File: src/rtl/rac_pkg.sv
package rac_pkg;

    typedef enum logic {
        OP_ADD = 1'b0,
        OP_SUB = 1'b1
    } op_mode_e;

    typedef struct packed {
        logic ctl;
        logic b;
        logic c;
        logic d;
    } cell_in_t;

    typedef struct packed {
        logic p;
        logic q;
        logic r;
        logic s;
    } cell_out_t;

    // Four-in, four-out cell: p passes b, q and r depend on ctl.
    function automatic cell_out_t cell_eval(input cell_in_t i);
        cell_out_t o;
        o.p = i.b;
        o.q = (~i.ctl & i.c) | (i.ctl & ~i.d);
        o.r = ((i.ctl ^ i.b) & (i.c ^ i.d)) ^ (i.c & i.d);
        o.s = i.b ^ i.c ^ i.d;
        return o;
    endfunction

    // Whether a slice index is odd; decides operand and output inversion.
    function automatic logic slice_is_odd(input int idx);
        return (idx % 2) == 1;
    endfunction

endpackage

File: src/rtl/rac_cell.sv
module rac_cell
    import rac_pkg::*;
(
    input  logic ctl,
    input  logic b,
    input  logic c,
    input  logic d,
    output logic p,
    output logic q,
    output logic r,
    output logic s
);
    cell_in_t  cin_s;
    cell_out_t cout_s;

    always_comb begin
        cin_s  = '{ctl: ctl, b: b, c: c, d: d};
        cout_s = cell_eval(cin_s);
    end

    assign p = cout_s.p;
    assign q = cout_s.q;
    assign r = cout_s.r;
    assign s = cout_s.s;
endmodule

File: src/rtl/rac_slice.sv
module rac_slice
    import rac_pkg::*;
#(
    parameter int IDX = 0
) (
    input  logic mode_sub,
    input  logic x_bit,
    input  logic y_bit,
    input  logic link_in,
    output logic link_out,
    output logic res_bit,
    output logic [1:0] junk
);
    localparam logic ODD  = slice_is_odd(IDX);
    localparam logic EVEN = ~ODD;

    logic c_in, d_in, p_o, q_o, s_o;

    // In subtract mode odd slices invert x, even slices invert y.
    assign c_in = x_bit ^ (mode_sub & ODD);
    assign d_in = y_bit ^ (mode_sub & EVEN);

    rac_cell u_cell (
        .ctl (mode_sub),
        .b   (link_in),
        .c   (c_in),
        .d   (d_in),
        .p   (p_o),
        .q   (q_o),
        .r   (link_out),
        .s   (s_o)
    );

    assign res_bit = s_o ^ (mode_sub & EVEN);
    assign junk    = {q_o, p_o};
endmodule

File: src/rtl/rac_chain.sv
module rac_chain
    import rac_pkg::*;
#(
    parameter int WIDTH = 32
) (
    input  logic             mode_sub,
    input  logic [WIDTH-1:0] x,
    input  logic [WIDTH-1:0] y,
    input  logic             link0,
    output logic [WIDTH-1:0] sum,
    output logic             link_last,
    output logic [2*WIDTH-1:0] junk
);
    logic [WIDTH:0] link;

    assign link[0] = link0;

    for (genvar i = 0; i < WIDTH; i++) begin : g_slice
        rac_slice #(.IDX(i)) u_slice (
            .mode_sub (mode_sub),
            .x_bit    (x[i]),
            .y_bit    (y[i]),
            .link_in  (link[i]),
            .link_out (link[i+1]),
            .res_bit  (sum[i]),
            .junk     (junk[2*i+1:2*i])
        );
    end

    assign link_last = link[WIDTH];
endmodule

File: src/rtl/rev_addsub.sv
module rev_addsub
    import rac_pkg::*;
#(
    parameter int WIDTH = 32
) (
    input  logic [WIDTH-1:0]   op_x,
    input  logic [WIDTH-1:0]   op_y,
    input  logic               sub_mode,
    input  logic               carry_in,
    output logic [WIDTH-1:0]   result,
    output logic               carry_out,
    output logic [2*WIDTH-1:0] garbage
);
    localparam logic LAST_EVEN = ~slice_is_odd(WIDTH - 1);

    op_mode_e mode;
    logic     sub_en;
    logic     tail;

    assign mode   = op_mode_e'(sub_mode);
    assign sub_en = (mode == OP_SUB);

    rac_chain #(.WIDTH(WIDTH)) u_chain (
        .mode_sub  (sub_en),
        .x         (op_x),
        .y         (op_y),
        .link0     (carry_in),
        .sum       (result),
        .link_last (tail),
        .junk      (garbage)
    );

    // An even last slice hands out an inverted borrow.
    assign carry_out = tail ^ (sub_en & LAST_EVEN);
endmodule

File: config.mk
export PLATFORM = sky130hd
export DESIGN_NAME = rev_addsub
export DESIGN_NICKNAME = d
export VERILOG_FILES = /design/src/rtl/rac_pkg.sv /design/src/rtl/rac_cell.sv /design/src/rtl/rac_slice.sv /design/src/rtl/rac_chain.sv /design/src/rtl/rev_addsub.sv
export SDC_FILE = /design/constraint.sdc
export NUM_CORES = 1
export LEC_CHECK = 0
export ABC_CLOCK_PERIOD_IN_PS = 15400
export BUFFER_PORTS_ARGS = -buffer_cell sky130_fd_sc_hd__buf_2
export CORE_AREA = 8 8 118 120
export DETAILED_ROUTE_END_ITERATION = 6
export DIE_AREA = 0 0 126 128
export SLEW_MARGIN = 20
export SYNTH_ARGS = -nofsm -noshare
export SYNTH_HDL_FRONTEND = slang
export SYNTH_SLANG_ARGS = --single-unit
File: constraint.sdc
create_clock -name vclk -period 15.4
set_input_delay 3.08 -clock vclk [all_inputs]
set_output_delay 3.08 -clock vclk [all_outputs]
set_load 0.03 [all_outputs]
==> results.md, run 1 <==
- Static Leak: 1.871 nW
- Critical Path Source: sub_mode
- Post-CTS Setup Inserts: 0
- Comb power frac: 100.0%
- Sequential cell area fraction in the yosys report: 0%
- Die height: 128 um
- Largest net degree at the start of global routing: 54
- Netlist cell types: 44
- Layout net count: 692
- Io pins: 163
- Max FO, Critical Path: 22
- Via count: 3512
- Synth area leader: xnor2_1
- Final Max Slew Viols: 0
- DRC errors left: 0
- Post-DR vias/cell: 4.727
- Critical-path top delay cell: ha_1
- Vias in the first global route: 3515
- Buf/Inv on CP: 2
- Worst Tran Pin Value: 0.6740 ns
- Storage cell area: 0 sq um
- Initial Util: 34.01%
- Most frequent CP cell: nor3_2
- Setup CP Type: input pin to primary output
- Final period utilization: 85.06%
- Area grow syn2layout: 5.815%
- Syn avg cell area: 7.748 sq um
- Top cell type's share of synthesized area: 24.25%
- Placement Cell Area: 4392 sq um
- Synth Instances: 536
- Worst Hold Class: input pin to primary output
- Net Sw Frac: 64.30%
- Status: finished, final reports clean
- Hold Fails Final Rpt: 0
- 1st-iter DRT viols: 79
- Startpoint types: input pin
- NetSw: 291.6 uW
- Core area: 12210 sq um
- 1st-pass router iterations: 4
- Mapped cell area: 4153 sq um
- Clock buffer cells: 0
- Die X: 126 um
- Crit end category: primary output
- RSZ-0062 raised after global routing: false
- Flop pwr share: 0%
- Resized cells post-CTS: 0
- Seq Cell Count: 0
- First-pass GRT wire length: 15870 um
- Min cycle time layout: 13.10 ns
- Post-route cell area: 4394 sq um
- Synth warn: 0
- Crit path depth: 37
- PD cells: 103.2 nW/um^2
- Syn nets: 634
- Share of layout cells above drive strength 1: 35.81%
- CP Capture Point: result[31]
- Maximum vdd drop: 0.00005534 V
- Grt total ovfl: 0
- # fillers: 1299
- Crit path max-delay family: simple AND/OR/NAND/NOR gates
- Routability cong.: 0.7591
- Maxcap violations: 0
- FP Rows: 41
- Area contributors post-synth: xnor2_1, buf_4, ha_1, xor2_1, nand3b_1
- All-Layer GR Usage: 11.04%
- CP peak stage delay: 0.32 ns
- DP HPWL: 8343 um
- Data required, critical path: 12.32 ns
- Relative slew slack: 55.07%
- CP arrival: 10.02 ns
- Fmax: 76.34 MHz
- Finished Core Util: 35.99%
- Initial antenna violation count: 0
- Most frequent cells in the layout: buf_2, xnor2_1, nand2_1
- Most common cell after layout, fill and taps aside: buf_2
- Die ar.: 16130 sq um
- Final setup TNS: 0 ns
- Clock Power Share: 0%
- Port bufs: 163
- Drt total wl: 9703 um
- Routed WL per cell: 13.06 um
- Routed Antenna Nets: 0
- Setup violations, final: 0
- Cell-internal power: 161.8 uW
- Hold-fix buffers at CTS: 0
==> worst min path at each step <==
stage | slack (ns) | end | startpoint | depth (start not counted)
floorplan | 6.29 | garbage[0] | carry_in | 1
global placement | 6.47 | garbage[0] | carry_in | 2
CTS | 6.47 | garbage[0] | carry_in | 2
finish | 6.47 | garbage[0] | carry_in | 2
detailed placement | 6.47 | garbage[0] | carry_in | 2
global route | 6.48 | garbage[0] | carry_in | 2
==> cell usage after synthesis (all sizes together) <==
cell type  number
o21ai          17
nor2           21
a21o            1
and3            4
o22ai           4
nand2b          2
mux2i           3
a21oi          25
and4            1
nor2b           3
a21boi         10
nor3           14
a31oi           1
clkbuf          6
inv             2
nor3b           1
nand4bb         1
ha             32
xnor3           2
nand3b         28
nand3          23
and3b           1
xnor2         117
mux2           16
buf           103
nand2          43
o21a            5
xor2           38
nand4b         11
or3             1
==> power by group through the flow <==
stage / Sequential [mW] / Clock [mW] / Combinational, mW
after floorplan: 0 / 0 / 0.443
after global placement: 0 / 0 / 0.453
after detailed placement: 0 / 0 / 0.459
after CTS: 0 / 0 / 0.460
after global routing: 0 / 0 / 0.490
final: 0 / 0.00000000868 / 0.453
==> metal layers <==
metal	share of wire, %	wire length, um	global-route usage (%)	up-vias
met5	0	0	0	-
met4	0	0	0	0
met3	5.5	533	1.872	0
met2	52	5045	22.04	71
met1	43	4124	12.56	1601
li1	-	-	-	1840
==> per-stage QoR <==
step | power, mW | setup WS (ns) | hold WS (ns) | cells
6_report | 0.4534 | 2.301 | 6.470 | 743
2_1_floorplan | 0.4425 | 2.292 | 6.292 | 536
5_1_grt | 0.4904 | 1.717 | 6.479 | 742
4_1_cts | 0.4602 | 2.189 | 6.475 | 742
3_3_place_gp | 0.4527 | 2.511 | 6.472 | 742
3_5_place_dp | 0.4589 | 2.200 | 6.475 | 742
==> cells by family after synthesis <==
kind of cell | count (synthesis) | share of synthesized area, %
adder cells (fa/ha/maj) | 32 | 9.641
XOR/XNOR | 157 | 34.14
multiplexers | 19 | 5.152
buffers and inverters | 111 | 19.01
AND/OR/NAND/NOR | 154 | 22.09
AO/OA/AOI/OAI | 63 | 9.973
==> cell type report <==
class / count / area, sq um / share of cell area (%)
diodes: 1 / 2.502 / 0.05695
inverters: 2 / 7.507 / 0.1708
multi-input cells: 425 / 3363 / 76.54
well taps: 150 / 187.7 / 4.271
repair buffers: 165 / 833.3 / 18.96
Note: power is estimated with default switching activity, not from simulation.
==> run 2, diff against run 1 <==
--- a/config.mk
+++ b/config.mk
@@ -7,9 +7,12 @@
 export LEC_CHECK = 0
 export ABC_CLOCK_PERIOD_IN_PS = 15400
 export BUFFER_PORTS_ARGS = -buffer_cell sky130_fd_sc_hd__buf_2
-export CORE_AREA = 8 8 118 120
+export CELL_PAD_IN_SITES_DETAIL_PLACEMENT = 0
+export CELL_PAD_IN_SITES_GLOBAL_PLACEMENT = 2
+export CORE_AREA = 2 2 125 127
 export DETAILED_ROUTE_END_ITERATION = 6
-export DIE_AREA = 0 0 126 128
+export DIE_AREA = 0 0 127 129
+export PLACE_DENSITY_LB_ADDON = 0.1
 export SLEW_MARGIN = 20
 export SYNTH_ARGS = -nofsm -noshare
 export SYNTH_HDL_FRONTEND = slang
==> results.md, run 2 (synthesis results as in run 1) <==
- Routed Antenna Nets: 0
- Routability cong.: 0.7724
- RSZ-0062 raised after global routing: false
- Initial antenna violation count: 0
- Grt total ovfl: 0
- Share of layout cells above drive strength 1: 35.81%
- PnR worst setup slack: 2.101 ns
- Min cycle time layout: 13.30 ns
- Crit path max-delay family: simple AND/OR/NAND/NOR gates
- Hold Fails Final Rpt: 0
- Maximum vdd drop: 0.00004309 V
- Crit path depth: 37
- First-pass GRT wire length: 14410 um
- Buf/Inv on CP: 2
- Seq Cell Count: 0
- Hold slack: 6.468 ns
- All-Layer GR Usage: 9.921%
- Setup CP Type: input pin to primary output
- Final Instance Count excl. Fillers: 780
- Data required, critical path: 12.32 ns
- CP Capture Point: result[31]
- N_diodes: 0
- Most frequent CP cell: nor3_2
- Port bufs: 163
- Die ar.: 16380 sq um
- Final period utilization: 86.36%
- Largest net degree at the start of global routing: 46
- CP arrival: 10.22 ns
- Final setup TNS: 0 ns
- Setup violations, final: 0
- Most frequent cells in the layout: buf_2, xnor2_1, nand2_1
- Max FO, Critical Path: 45
- Setup WS pre-CTS: 1.965 ns
- Routed WL per cell: 11.42 um
- Critical Path Source: sub_mode
- Area grow syn2layout: 6.900%
- FP Rows: 45
- Status: finished, final reports clean
- Core area: 14980 sq um
- Startpoint types: input pin
- 1st-iter DRT viols: 126
- Via count: 3462
- Drt total wl: 8911 um
- DP HPWL: 7485 um
- Layout net count: 692
- Most common cell after layout, fill and taps aside: buf_2
- Final Max Slew Viols: 0
- Die height: 129 um
- Vias in the first global route: 3127
- Critical-path top delay cell: buf_4
- 1st-pass router iterations: 4
- Crit end category: primary output
- Post-CTS Setup Inserts: 0
- Io pins: 163
- Clock buffer cells: 0
- Fmax: 75.19 MHz
- DRC errors left: 0
- Storage cell area: 0 sq um
- Maxcap violations: 0
- Die X: 127 um
- Initial Util: 27.73%
- Post-DR vias/cell: 4.438
- Placed cells: 780
- Worst Hold Class: input pin to primary output
- Static Leak: 1.871 nW
- Resized cells post-CTS: 0
- Relative slew slack: 58.64%
- Worst Tran Pin Value: 0.6205 ns
- PD cells: 101.4 nW/um^2
- CP peak stage delay: 0.48 ns
- Hold-fix buffers at CTS: 0
==> run 2: how the worst min path moves through the flow <==
| stage | slack [ns] | start | cells after the start | end |
|---|---|---|---|---|
| finish | 6.47 | carry_in | 2 | garbage[0] |
| global placement | 6.47 | carry_in | 2 | garbage[0] |
| CTS | 6.47 | carry_in | 2 | garbage[0] |
| detailed placement | 6.47 | carry_in | 2 | garbage[0] |
| global route | 6.48 | carry_in | 2 | garbage[0] |
| floorplan | 6.29 | carry_in | 1 | garbage[0] |
==> run 2: area by class of cell <==
class | instances | area, sq um
Fill cell | 1676 | 10540
Multi-Input combinational cell | 425 | 3363
Timing Repair Buffer | 165 | 833.3
Tap cell | 188 | 235.2
Inverter | 2 | 7.507
==> run 2: per-stage QoR <==
stage / power (mW) / area, sq um / utilization (%)
6_report: 0.4501 / 4439 / 29.64
5_1_grt: 0.4870 / 4439 / 29.64
4_1_cts: 0.4569 / 4439 / 29.64
3_5_place_dp: 0.4552 / 4439 / 29.64
3_3_place_gp: 0.4566 / 4439 / 29.64
2_1_floorplan: 0.4425 / 4153 / -
==> run 2: routing by layer <==
metal | vias to the layer above | share of wire (%) | GRT usage, %
li1 | 1837 | - | -
met1 | 1535 | 49 | 14.10
met2 | 90 | 47 | 17.81
met3 | 0 | 4.1 | 0.3742
met4 | 0 | 0 | 0
met5 | - | 0 | 0
==> run 2: where the power goes <==
part | total, mW | internal, mW | switching (mW)
combinational | 0.450 | 0.162 | 0.288
sequential | 0 | 0 | 0
clock | 0 | 0 | 0
total | 0.450 | 0.162 | 0.288
